<file path="config.mk">
export PLATFORM = sky130hd
export DESIGN_NAME = panel_link_target
export DESIGN_NICKNAME = d
export VERILOG_FILES = /design/src/rtl/plink_pkg.sv /design/src/rtl/plink_datapath.sv /design/src/rtl/plink_control.sv /design/src/rtl/panel_link_target.sv
export SDC_FILE = /design/constraint.sdc
export NUM_CORES = 1
export LEC_CHECK = 0
export ABC_AREA = 0
export CAP_MARGIN = 25
export CORE_MARGIN = 5
export CORE_UTILIZATION = 49
export DETAILED_ROUTE_END_ITERATION = 12
export PLACE_DENSITY = 0.74
export SYNTH_ARGS = -nofsm -noshare
export SYNTH_HDL_FRONTEND = slang
export SYNTH_SLANG_ARGS = --single-unit
export TNS_END_PERCENT = 30
</file>
<file path="constraint.sdc">
create_clock -name clk -period 1.8 [get_ports clk]
set_input_delay 0.18 -clock clk [delete_from_list [all_inputs] [get_ports clk]]
set_output_delay 0.18 -clock clk [all_outputs]
set_load 0.03 [all_outputs]
</file>
<file path="src/rtl/plink_pkg.sv">
package plink_pkg;
  localparam int BYTE_W = 8;

  typedef enum logic [2:0] {
    ST_IDLE,
    ST_ADDR,
    ST_CTRL,
    ST_ONE,
    ST_STREAM
  } linkState_t;

  typedef struct packed {
    logic clrCnt;
    logic ackReq;
    logic emit;
    logic emitData;
  } ctlStrobes_t;
endpackage

</file>
<file path="src/rtl/plink_datapath.sv">
module plink_datapath
  import plink_pkg::*;
#(
  parameter int SYNC_STAGES = 2
) (
  input  logic              clk,
  input  logic              rstN,
  input  logic              sclIn,
  input  logic              sdaIn,
  input  ctlStrobes_t       ctl,
  output logic              startCond,
  output logic              stopCond,
  output logic              byteDone,
  output logic [BYTE_W-1:0] fullByte,
  output logic              sdaDrvLow,
  output logic [BYTE_W-1:0] byteOut,
  output logic              byteIsData,
  output logic              byteStrobe
);
  localparam int CNT_W = $clog2(BYTE_W + 1);
  localparam logic [CNT_W-1:0] LAST_BIT = CNT_W'(BYTE_W - 1);
  localparam logic [CNT_W-1:0] ACK_SLOT = CNT_W'(BYTE_W);

  logic [SYNC_STAGES-1:0] sclChain, sdaChain;
  logic sclS, sdaS, sclPrev, sdaPrev;
  logic sclRise, sclFall;
  logic [BYTE_W-1:0] shiftReg;
  logic [CNT_W-1:0] bitCnt;
  logic inAck, ackWanted;

  generate
    if (SYNC_STAGES == 1) begin : g_sync_one
      always_ff @(posedge clk or negedge rstN) begin
        if (!rstN) begin
          sclChain <= '1;
          sdaChain <= '1;
        end else begin
          sclChain <= sclIn;
          sdaChain <= sdaIn;
        end
      end
    end else begin : g_sync_many
      always_ff @(posedge clk or negedge rstN) begin
        if (!rstN) begin
          sclChain <= '1;
          sdaChain <= '1;
        end else begin
          sclChain <= {sclChain[SYNC_STAGES-2:0], sclIn};
          sdaChain <= {sdaChain[SYNC_STAGES-2:0], sdaIn};
        end
      end
    end
  endgenerate

  assign sclS = sclChain[SYNC_STAGES-1];
  assign sdaS = sdaChain[SYNC_STAGES-1];

  always_ff @(posedge clk or negedge rstN) begin
    if (!rstN) begin
      sclPrev <= 1'b1;
      sdaPrev <= 1'b1;
    end else begin
      sclPrev <= sclS;
      sdaPrev <= sdaS;
    end
  end

  assign sclRise   = sclS & ~sclPrev;
  assign sclFall   = ~sclS & sclPrev;
  assign startCond = sclS & sclPrev & sdaPrev & ~sdaS;
  assign stopCond  = sclS & sclPrev & ~sdaPrev & sdaS;
  assign byteDone  = sclRise & ~inAck & (bitCnt == LAST_BIT);
  assign fullByte  = {shiftReg[BYTE_W-2:0], sdaS};

  // bit counter, shifter and acknowledge window
  always_ff @(posedge clk or negedge rstN) begin
    if (!rstN) begin
      shiftReg  <= '0;
      bitCnt    <= '0;
      inAck     <= 1'b0;
      ackWanted <= 1'b0;
      sdaDrvLow <= 1'b0;
    end else if (ctl.clrCnt) begin
      bitCnt    <= '0;
      inAck     <= 1'b0;
      ackWanted <= 1'b0;
      sdaDrvLow <= 1'b0;
    end else begin
      if (sclRise && !inAck && bitCnt < ACK_SLOT) begin
        shiftReg <= fullByte;
        bitCnt   <= bitCnt + 1'b1;
      end
      if (byteDone) ackWanted <= ctl.ackReq;
      if (sclFall && !inAck && bitCnt == ACK_SLOT) begin
        inAck     <= 1'b1;
        sdaDrvLow <= ackWanted;
      end else if (sclFall && inAck) begin
        inAck     <= 1'b0;
        sdaDrvLow <= 1'b0;
        bitCnt    <= '0;
      end
    end
  end

  // payload output register
  always_ff @(posedge clk or negedge rstN) begin
    if (!rstN) begin
      byteOut    <= '0;
      byteIsData <= 1'b0;
      byteStrobe <= 1'b0;
    end else begin
      byteStrobe <= ctl.emit;
      if (ctl.emit) begin
        byteOut    <= fullByte;
        byteIsData <= ctl.emitData;
      end
    end
  end

  AST_ACK_RISES_SCL_LOW: assert property (@(posedge clk) disable iff (!rstN)
    $rose(sdaDrvLow) |-> !sclS);
  AST_ACK_FALLS_SCL_LOW: assert property (@(posedge clk) disable iff (!rstN)
    $fell(sdaDrvLow) |-> (!sclS || $past(startCond || stopCond)));
  AST_STROBE_SINGLE: assert property (@(posedge clk) disable iff (!rstN)
    byteStrobe |=> !byteStrobe);
  AST_COND_RELEASES: assert property (@(posedge clk) disable iff (!rstN)
    (startCond || stopCond) |=> !sdaDrvLow);
endmodule

</file>
<file path="src/rtl/plink_control.sv">
module plink_control
  import plink_pkg::*;
#(
  parameter logic [5:0] ADDR_HI = 6'b011110
) (
  input  logic              clk,
  input  logic              rstN,
  input  logic              addrSel,
  input  logic              startCond,
  input  logic              stopCond,
  input  logic              byteDone,
  input  logic [BYTE_W-1:0] fullByte,
  output ctlStrobes_t       ctl
);
  localparam int CO_BIT = BYTE_W - 1;
  localparam int DC_BIT = BYTE_W - 2;

  linkState_t state, stateNext;
  logic dcFlag, dcNext;
  logic addrHit;

  assign addrHit = (fullByte[BYTE_W-1:1] == {ADDR_HI, addrSel}) && !fullByte[0];

  always_comb begin
    ctl          = '0;
    ctl.clrCnt   = startCond | stopCond;
    ctl.emitData = dcFlag;
    stateNext    = state;
    dcNext       = dcFlag;
    if (startCond) begin
      stateNext = ST_ADDR;
    end else if (stopCond) begin
      stateNext = ST_IDLE;
    end else if (byteDone) begin
      unique case (state)
        ST_ADDR: begin
          ctl.ackReq = addrHit;
          stateNext  = addrHit ? ST_CTRL : ST_IDLE;
        end
        ST_CTRL: begin
          ctl.ackReq = 1'b1;
          dcNext     = fullByte[DC_BIT];
          stateNext  = fullByte[CO_BIT] ? ST_ONE : ST_STREAM;
        end
        ST_ONE: begin
          ctl.ackReq = 1'b1;
          ctl.emit   = 1'b1;
          stateNext  = ST_CTRL;
        end
        ST_STREAM: begin
          ctl.ackReq = 1'b1;
          ctl.emit   = 1'b1;
        end
        default: stateNext = ST_IDLE;
      endcase
    end
  end

  always_ff @(posedge clk or negedge rstN) begin
    if (!rstN) begin
      state  <= ST_IDLE;
      dcFlag <= 1'b0;
    end else begin
      state  <= stateNext;
      dcFlag <= dcNext;
    end
  end

  AST_STOP_TO_IDLE: assert property (@(posedge clk) disable iff (!rstN)
    (stopCond && !startCond) |=> state == ST_IDLE);
  AST_STREAM_FROM_CTRL: assert property (@(posedge clk) disable iff (!rstN)
    $rose(state == ST_STREAM) |-> $past(state == ST_CTRL));
  AST_ONE_RETURNS: assert property (@(posedge clk) disable iff (!rstN)
    (state == ST_ONE && byteDone && !startCond && !stopCond) |=> state == ST_CTRL);
  AST_EMIT_PAYLOAD_ONLY: assert property (@(posedge clk) disable iff (!rstN)
    ctl.emit |-> (state == ST_ONE || state == ST_STREAM));
endmodule

</file>
<file path="src/rtl/panel_link_target.sv">
module panel_link_target
  import plink_pkg::*;
#(
  parameter int         SYNC_STAGES = 2,
  parameter logic [5:0] ADDR_HI     = 6'b011110
) (
  input  logic       clk,
  input  logic       rstN,
  input  logic       sclIn,
  input  logic       sdaIn,
  input  logic       addrSel,
  output logic       sdaDrvLow,
  output logic [7:0] byteOut,
  output logic       byteIsData,
  output logic       byteStrobe
);
  ctlStrobes_t ctl;
  logic startCond, stopCond, byteDone;
  logic [BYTE_W-1:0] fullByte;

  plink_datapath #(.SYNC_STAGES(SYNC_STAGES)) u_dp (
    .clk(clk), .rstN(rstN), .sclIn(sclIn), .sdaIn(sdaIn), .ctl(ctl),
    .startCond(startCond), .stopCond(stopCond), .byteDone(byteDone),
    .fullByte(fullByte), .sdaDrvLow(sdaDrvLow), .byteOut(byteOut),
    .byteIsData(byteIsData), .byteStrobe(byteStrobe)
  );

  plink_control #(.ADDR_HI(ADDR_HI)) u_ctl (
    .clk(clk), .rstN(rstN), .addrSel(addrSel), .startCond(startCond),
    .stopCond(stopCond), .byteDone(byteDone), .fullByte(fullByte), .ctl(ctl)
  );
endmodule

</file>
==> impl_metrics.yaml, run 1 <==
outcome:
  status: "finished clean"
synth:
  ys_seq_area_share_pct: 58.5
  ys_seq_elements: 34
  synth_area_leaders: "dfrtp_1 (48%), mux2_2 (12%), dfstp_2 (11%)"
  synth_edf_count: 0
  yosys.cell_types.count: 35
  netlist_instances: 113
  syn_area_sq_mm: 0.00147
  yosysTopAreaCellShare_pct: 47.8
  ys_warn_count: 0
  async_flop_share_pct: 100
  avgSynthCellArea_sq_um: 13.0
  yosysTopAreaCell: "dfrtp_1"
  syn_nets: 120
  synth-main-ff-cell: "dfrtp_1"
finish:
  antennaDiodeCount: 0
  drive_gt1_share_pct: 30.5
  fin_util_pct: 64.0
  multiInputGateArea_sq_um: 599
  area_delta_synth_final_pct: 22.4
  register_area_sq_um: 858
  final_cell_area_sq_mm: 0.00179
  num-fill-cells: 235
  layout.nets: 147
place:
  place_congestion: 0.924
  port_buffers: 15
  postPlaceCellArea_sq_mm: 0.00171
  dp_hpwl_mm: 1.87
  dp_slack_ns: 0.0381
floorplanning:
  initial_utilization_pct: 52.3
  dieWidth_microns: 64.7
  die_height_microns: 64.7
  rows: 19
  dieArea_sq_mm: 0.00419
  ios: 16
  core_area_sq_mm: 0.00281
sta:
  relSlewSlack_pct: 71.4
  worstMarginPinSlew_ns: 0.429
  fin_crit_sh_pct: 99.1
  finalMaxSlewViolations: 0
  fmax_mhz: 561
  final_hold_viol_count: 0
  tns_ns: 0
  fin_skew_ns: 0.00643
  setup_viol: 0
  final.min_clock_period_ns: 1.78
  rsz0062_at_grt: "yes"
  fin_ws_ns: 0.0167
power_and_ir_drop:
  irDropWorstVdd_uv: 627
  p_per_area_mw_per_mm2: 1050
  power.leakage_nw: 0.772
  pwr-share-seq_pct: 55.4
  p_sw_share_pct: 27.4
  switchingPower_mw: 0.514
  pwr-share-comb_pct: 16.1
  p_int_mw: 1.36
  p_clk_share_pct: 28.5
grt:
  overflow: 0
  antenna_found_initial: 0
  grt_max_degree: 35
  grt_pass1_wl_mm: 4.98
  track_usage_pct: 15.7
  grt_pass1_vias: 1031
critical_path:
  reg2reg_depth: 4
  crit_path_top_delay_cell: "dfstp_2"
  required_ns: 2.02
  crit_type: "register to register"
  r2r-start: "u_dp.sclChain[1]"
  path_max_fanout: 4
  cp_cell_sequence: "nor4b_4 > nand3_2 > or4_4 > mux2_4"
  reg2reg_setup_slack_ns: 0.02
  arrival_ns: 2.00
  cp-end-kind: "register"
  critPathLaunchType: "register"
  slowest_delay_ns: 0.55
  r2r-end: "u_ctl.dcFlag"
cts:
  clkLatencyLatePin_ns: 0.33
  tritoncts: "yes"
  cts.clk_slew.worst_paths_ns: 0.09
  cts-root-buf: "clkbuf_4"
  numClockSinks: 34
  cts_buffer_depth: 2
  htreeDepth: 2
  cts_buffers: 5
drt:
  drtAntennaViolNets: 0
  drtIter0Drc: 29
  vias_per_cell: 5.63
  detailroute.via_count: 968
  drc: 0
  routed_wl_mm: 2.72
  wl_per_cell_microns: 15.8
  dr.pass1.iters: 4
job:
  maxCapViolCount: 0
min_path:
  min_path_type: "primary input to async pin"
-- power by group through the flow --
stage          clock (mW)  sequential, mW  combinational [mW]
2_1_floorplan           0            1.01               0.233
3_3_place_gp            0            1.04               0.291
3_5_place_dp            0            1.05               0.302
4_1_cts             0.556            1.03               0.304
5_1_grt             0.603            1.06               0.344
6_report            0.534            1.04               0.303
-- final cells by class --
cell class | instances | area share, %
well taps | 31 | 2.16
multi-input cells | 74 | 33.4
flip-flops and latches | 34 | 47.8
clock inverters | 1 | 1.67
inverters | 4 | 0.837
clock buffers | 7 | 2.51
repair buffers | 21 | 11.6
-- cells by family (layout without fill, tap and decap cells) --
kind of cell / after synthesis / after routing / share of synthesized area (%)
DFF: 34 / 34 / 58.5
and+or+nand+nor: 31 / 31 / 13.7
AOI/OAI and AO/OA: 20 / 20 / 9.13
muxes: 17 / 17 / 13.3
buffers and inverters: 5 / 33 / 1.28
xor gates and xnor gates: 4 / 4 / 2.39
adders and majority gates: 2 / 2 / 1.71
-- stage by stage --
stage                     power (mW)  instances  hold slack (ns)
after floorplan                 1.24        113           -0.116
after global placement          1.33        164            0.347
after detailed placement        1.35        164            0.347
after CTS                       1.89        172            0.233
after global routing            2.00        172            0.225
final                           1.88        172            0.249
-- worst max-delay path, delay by kind of cell, from the launching register on --
kind             cells  cell delay (ns)
multiplexers         1             0.31
AND/OR/NAND/NOR      3             0.82
flip-flops           1             0.55
-- synthesized netlist by cell type, types with 2 or more instances --
cell      number
mux2_2        16
o21ai_0        5
ha_1           2
a31oi_1        2
inv_1          4
o21bai_1       2
dfstp_2        6
nand2_1        7
dfrtp_1       28
xnor2_1        3
a211oi_1       2
nor2b_1        2
a21oi_1        3
nor2_1         8
a31o_2         2
nand2b_1       2
-- how the worst max path moves through the flow --
stage	start	endpoint	slack, ns
floorplan	u_dp.sclChain[1]	u_ctl.dcFlag	-0.07
global placement	u_dp.sclChain[1]	u_ctl.dcFlag	0.08
detailed placement	u_dp.sclChain[1]	u_ctl.dcFlag	0.04
CTS	u_dp.sclChain[1]	u_ctl.dcFlag	0.02
global route	u_dp.sclChain[1]	u_ctl.dcFlag	-0.08
finish	u_dp.sclChain[1]	u_ctl.dcFlag	0.02
-- registers in the layout, indices dropped and copies added (netlist names) --
signal,flops
u_dp.byteOut,8
u_dp.shiftReg,7
u_dp.bitCnt,4
u_ctl.state,3
u_dp.sclChain,2
u_dp.sdaChain,2
u_ctl.dcFlag,1
u_dp.ackWanted,1
u_dp.byteIsData,1
u_dp.byteStrobe,1
u_dp.inAck,1
u_dp.sclPrev,1
u_dp.sdaDrvLow,1
u_dp.sdaPrev,1
-- metal layers --
metal	track usage [%]	up-vias	routed length, microns
met2	23.6	15	1260
met4	8.44	0	50
met1	19.3	478	1320
li1	-	471	-
met3	6.04	4	88
met5	0	-	0
-- placed cells by master, fill, tap and decap left out, types with 3 or more instances in the layout --
cell / count
dfrtp_1: 28
mux2_2: 15
clkdlybuf4s50_1: 15
nor2_1: 8
nand2_1: 7
dfstp_2: 6
o21ai_0: 5
clkbuf_4: 5
buf_4: 5
inv_1: 4
xnor2_1: 3
a21oi_1: 3
-- timing repair --
action                                  CTS  global route
hold endpoints to repair                  0             0
hold buffers                              0             0
gates resized for setup                   0             3
buffers inserted                          0             0
endpoints found under the setup margin    0             3
(Power assumes the default switching activity.)
==> run 2: changes to the inputs <==
CORE_UTILIZATION = 40   (was 49)
PLACE_DENSITY = unset   (was 0.74)
==> run 2 against run 1 <==
Compared with the run above: combinational power rose by 7.6%; setup slack improved by 0.016 ns; non-clock buffer count did not move; final area rose by 1.7%; global-route usage fell by 4.3 points; utilization fell by 13 points; via count rose by 1.1%.
==> impl_metrics.yaml, run 2 (same netlist as run 1, synthesis figures left out) <==
cts:
  htreeDepth: 2
  cts_buffer_depth: 2
  post_cts_resized: 0
  tritoncts: "yes"
  cts_buffers: 5
  clkLatencyLatePin_ns: 0.29
  ctsHoldBuffers: 0
  cts-root-buf: "clkbuf_8"
  cts.clk_slew.worst_paths_ns: 0.07
  post-cts-setup-buffer-count: 0
  numClockSinks: 34
critical_path:
  crit_type: "register to register"
  arrival_ns: 1.94
  required_ns: 1.97
  critPathLaunchType: "register"
  reg2reg_depth: 4
  cp-end-kind: "register"
  r2r-start: "u_dp.sclChain[1]"
  r2r-end: "u_ctl.dcFlag"
  path_max_fanout: 3
  reg2reg_setup_slack_ns: 0.03
drt:
  drc: 0
  vias_per_cell: 5.18
  wl_per_cell_microns: 13.7
  drtIter0Drc: 38
  drtAntennaViolNets: 0
  dr.pass1.iters: 4
  detailroute.via_count: 979
  routed_wl_mm: 2.59
sta:
  final.min_clock_period_ns: 1.77
  finalMaxSlewViolations: 0
  setup_viol: 0
  fin_skew_ns: 0.00726
  relSlewSlack_pct: 71.4
  rsz0062_at_grt: "yes"
  fmax_mhz: 566
  fin_crit_sh_pct: 98.2
  final_hold_viol_count: 0
  fin_ws_ns: 0.0330
  worstMarginPinSlew_ns: 0.430
finish:
  regMostFlops: "u_dp.byteOut"
  final_common_cell: "dfrtp_1"
  multiInputGateArea_sq_um: 589
  register_area_sq_um: 858
  drive_gt1_share_pct: 31.2
  area_delta_synth_final_pct: 24.5
  reg.largest.list: "u_dp.byteOut: 8 flops, u_dp.shiftReg: 7 flops, u_dp.bitCnt: 4 flops"
  layout.nets: 147
  num-fill-cells: 312
  antennaDiodeCount: 0
  largest_reg_flops: 8
  final_cell_area_sq_mm: 0.00183
  final_cell_mix: "dfrtp_1 (28), mux2_2 (16), clkdlybuf4s50_1 (15)"
floorplanning:
  die_height_microns: 70.5
  dieArea_sq_mm: 0.00498
  core_area_sq_mm: 0.00361
  ios: 16
  rows: 22
  dieWidth_microns: 70.5
  initial_utilization_pct: 40.7
place:
  dp_hpwl_mm: 1.76
  place_congestion: 0.813
  dp_slack_ns: 0.0400
  postPlaceCellArea_sq_mm: 0.00173
  port_buffers: 15
power_and_ir_drop:
  irDropWorstVdd_uv: 579
  power.leakage_nw: 0.779
  p_per_area_mw_per_mm2: 1060
grt:
  grt_pass1_vias: 992
  grt_max_degree: 35
  track_usage_pct: 11.4
  antenna_found_initial: 0
  grt_pass1_wl_mm: 4.42
  overflow: 0
min_path:
  min_path_type: "primary input to async pin"
outcome:
  status: "finished clean"
job:
  maxCapViolCount: 0
-- run 2: cell types whose count changed in the layout (fill, tap and decap cells not counted) --
| cell | before | now |
|---|---|---|
| a2111oi_0 | 0 | 1 |
| a2111oi_2 | 1 | 0 |
| bufinv_16 | 1 | 0 |
| clkbuf_1 | 2 | 0 |
| clkbuf_4 | 5 | 0 |
| clkbuf_8 | 0 | 6 |
| clkinv_2 | 0 | 1 |
| clkinvlp_4 | 0 | 1 |
| mux2_2 | 15 | 16 |
| mux2_4 | 2 | 1 |
-- run 2: cell type report --
cell class | count | area share (%)
clock inverters | 2 | 0.685
inverters | 4 | 0.822
repair buffers | 21 | 11.4
well taps | 48 | 3.29
clock buffers | 6 | 4.52
flip-flops and latches | 34 | 47.0
multi-input cells | 74 | 32.3
-- run 2: where the power goes --
part	internal [mW]	leakage [nW]	total, mW	switching [mW]
clock network	0.307	0.0472	0.585	0.278
registers	0.896	0.436	1.02	0.128
logic	0.185	0.296	0.326	0.141
total	1.39	0.779	1.93	0.547
-- run 2: worst max path at each step --
stage                                start      endpoint  slack [ns]  cells past startpoint
after floorplan           u_dp.sclChain[1]  u_ctl.dcFlag       -0.07                      4
after global placement    u_dp.sclChain[1]  u_ctl.dcFlag        0.08                      4
after detailed placement  u_dp.sclChain[1]  u_ctl.dcFlag        0.04                      4
after CTS                 u_dp.sclChain[1]  u_ctl.dcFlag        0.03                      4
after global routing      u_dp.sclChain[1]  u_ctl.dcFlag       -0.04                      4
final                     u_dp.sclChain[1]  u_ctl.dcFlag        0.03                      4
-- run 2: metal layers --
layer  up-vias  track usage [%]  routed length, microns  part of all wire (%)
met2        23             17.0                    1140                    44
li1        470                -                       -                     -
met4         0             5.85                      53                   2.0
met3         6             4.83                     146                   5.6
met1       480             14.1                    1250                    48
met5         -                0                       0                     0
-- run 2: through the flow --
stage	power, mW	std cells	utilization [%]	setup TNS (ns)	hold slack, ns
2_1_floorplan	1.24	113	-	-0.549	-0.116
3_3_place_gp	1.35	181	48.0	0	0.347
3_5_place_dp	1.37	181	48.0	0	0.350
4_1_cts	1.96	189	50.6	0	0.285
5_1_grt	2.05	189	50.6	-0.0367	0.283
6_report	1.93	189	50.6	0	0.299
-- run 2: critical path, stage by stage, from the launching register on --
cell	delay (ns)
dfstp_2	0.54
nor4b_4	0.23
nand3_2	0.15
or4_4	0.44
mux2_4	0.31
==> run 3: changes to the inputs <==
CTS_BUF_LIST = sky130_fd_sc_hd__clkbuf_2   (was unset)
CTS_CLUSTER_DIAMETER = 150   (was unset)
==> run 3 against run 2 <==
Compared with the run above: fmax decreased by 0.12%; clock skew up 0.015 ns; clock-buffer cell count decreased by 1; critical path type unchanged; largest cell class unchanged.
==> impl_metrics.yaml, run 3 (same netlist as run 1, synthesis figures left out) <==
sta:
  fin_crit_sh_pct: 98.3
  setup_viol: 0
  rsz0062_at_grt: "yes"
  fmax_mhz: 565
  final.min_clock_period_ns: 1.77
  finalMaxSlewViolations: 0
  worstMarginPinSlew_ns: 0.423
  final_hold_viol_count: 0
  relSlewSlack_pct: 71.8
  fin_skew_ns: 0.0223
power_and_ir_drop:
  switchingPower_mw: 0.535
  power.leakage_nw: 0.759
  pwr-share-comb_pct: 19.1
  pwr-share-seq_pct: 60.1
  irDropWorstVdd_uv: 395
  p_int_mw: 1.17
  p_clk_share_pct: 20.9
  p_sw_share_pct: 31.4
  p_per_area_mw_per_mm2: 961
grt:
  track_usage_pct: 11.5
  grt_pass1_wl_mm: 4.44
  antenna_found_initial: 0
  overflow: 0
  grt_pass1_vias: 989
  grt_max_degree: 35
drt:
  dr.pass1.iters: 4
  drc: 0
  drtAntennaViolNets: 0
  detailroute.via_count: 967
  routed_wl_mm: 2.58
  wl_per_cell_microns: 13.7
  vias_per_cell: 5.12
  drtIter0Drc: 41
floorplanning:
  ios: 16
  dieWidth_microns: 70.5
  dieArea_sq_mm: 0.00498
  die_height_microns: 70.5
  rows: 22
  core_area_sq_mm: 0.00361
  initial_utilization_pct: 40.7
finish:
  drive_gt1_share_pct: 30.5
  final_cell_mix: "dfrtp_1 (28), mux2_2 (16), clkdlybuf4s50_1 (15)"
  num-fill-cells: 317
  multiInputGateArea_sq_um: 589
  area_delta_synth_final_pct: 20.8
  instances_no_fill: 189
  final_cell_area_sq_mm: 0.00177
  regMostFlops: "u_dp.byteOut"
  register_area_sq_um: 858
  antennaDiodeCount: 0
  layout.nets: 147
  final_common_cell: "dfrtp_1"
  largest_reg_flops: 8
  reg.largest.list: "u_dp.byteOut: 8 flops, u_dp.shiftReg: 7 flops, u_dp.bitCnt: 4 flops"
place:
  postPlaceCellArea_sq_mm: 0.00173
  dp_cells: 181
  place_congestion: 0.813
  dp_hpwl_mm: 1.76
  port_buffers: 15
job:
  maxCapViolCount: 0
cts:
  htreeDepth: 2
  cts.clk_slew.worst_paths_ns: 0.19
  cts-root-buf: "clkbuf_2"
  tritoncts: "yes"
  numClockSinks: 34
  cts_buffers: 5
  cts_buffer_depth: 2
  clkLatencyLatePin_ns: 0.39
min_path:
  min_path_type: "primary input to async pin"
critical_path:
  cp-end-kind: "register"
  crit_type: "register to register"
  path_max_fanout: 3
  required_ns: 2.10
  arrival_ns: 2.07
  cp_cell_sequence: "nor4b_4 > nand3_2 > or4_4 > mux2_4"
  crit_path_top_delay_cell: "dfstp_2"
  slowest_delay_ns: 0.57
  critPathLaunchType: "register"
outcome:
  status: "finished clean"
-- run 3: cell count changes in the layout (fill, tap and decap cells not counted) --
cell and change:
clkbuf_8 -6, clkbuf_2 +5, clkinv_1 +1
-- run 3: final timing paths --
path | from | to | slack [ns] | cells past startpoint
max reg2reg | u_dp.sclChain[1] | u_ctl.dcFlag | 0.03 | 4
max in group asynchronous | rstN | u_dp.sdaPrev | 1.28 | 2
min | rstN | u_dp.byteIsData | 0.16 | 2
min reg2reg | u_dp.sdaChain[0] | u_dp.sdaChain[1] | 0.37 | 0
max | u_dp.sclChain[1] | u_ctl.dcFlag | 0.03 | 4
min in group clk | sclIn | u_dp.sclChain[0] | 0.18 | 1
-- run 3: worst max-delay path, delay by kind of cell (launching register included) --
kind	cells	cell delay, ns
flops	1	0.57
simple gates	3	0.82
mux	1	0.31
-- run 3: layer usage --
layer  global-route usage [%]  part of all wire, %  up-vias
met5                        0                    0        -
met4                     5.85                  1.7        0
met3                     5.26                  5.3        7
met2                     17.2                   45       19
met1                     14.1                   48      471
li1                         -                    -      470
-- run 3: through the flow --
step | setup slack [ns] | setup TNS (ns) | power, mW | hold slack [ns] | utilization, %
floorplan | -0.0690 | -0.549 | 1.24 | -0.116 | -
CTS | 0.0138 | 0 | 1.72 | 0.163 | 49.1
finish | 0.0309 | 0 | 1.70 | 0.163 | 49.1
global placement | 0.0839 | 0 | 1.35 | 0.347 | 48.0
global route | -0.0597 | -0.0597 | 1.82 | 0.126 | 49.1
detailed placement | 0.0400 | 0 | 1.37 | 0.350 | 48.0
-- run 3: power groups by stage --
stage,Sequential [mW],Clock [mW],Combinational [mW]
2_1_floorplan,1.01,0,0.233
3_3_place_gp,1.03,0,0.322
3_5_place_dp,1.04,0,0.327
4_1_cts,1.02,0.366,0.331
5_1_grt,1.04,0.407,0.367
6_report,1.02,0.355,0.325
-- run 3: final cells by class --
cell class	count	share of cell area, %
Clock buffer	5	1.41
Clock inverter	3	0.918
Inverter	4	0.847
Multi-Input combinational cell	74	33.3
Sequential cell	34	48.4
Tap cell	48	3.39
Timing Repair Buffer	21	11.7
-- run 3: what timing repair did --
action / in CTS / in global routing
buffers inserted: 0 / 0
setup endpoints to repair: 0 / 1
resized for setup: 0 / 0
hold buffers: 0 / 0
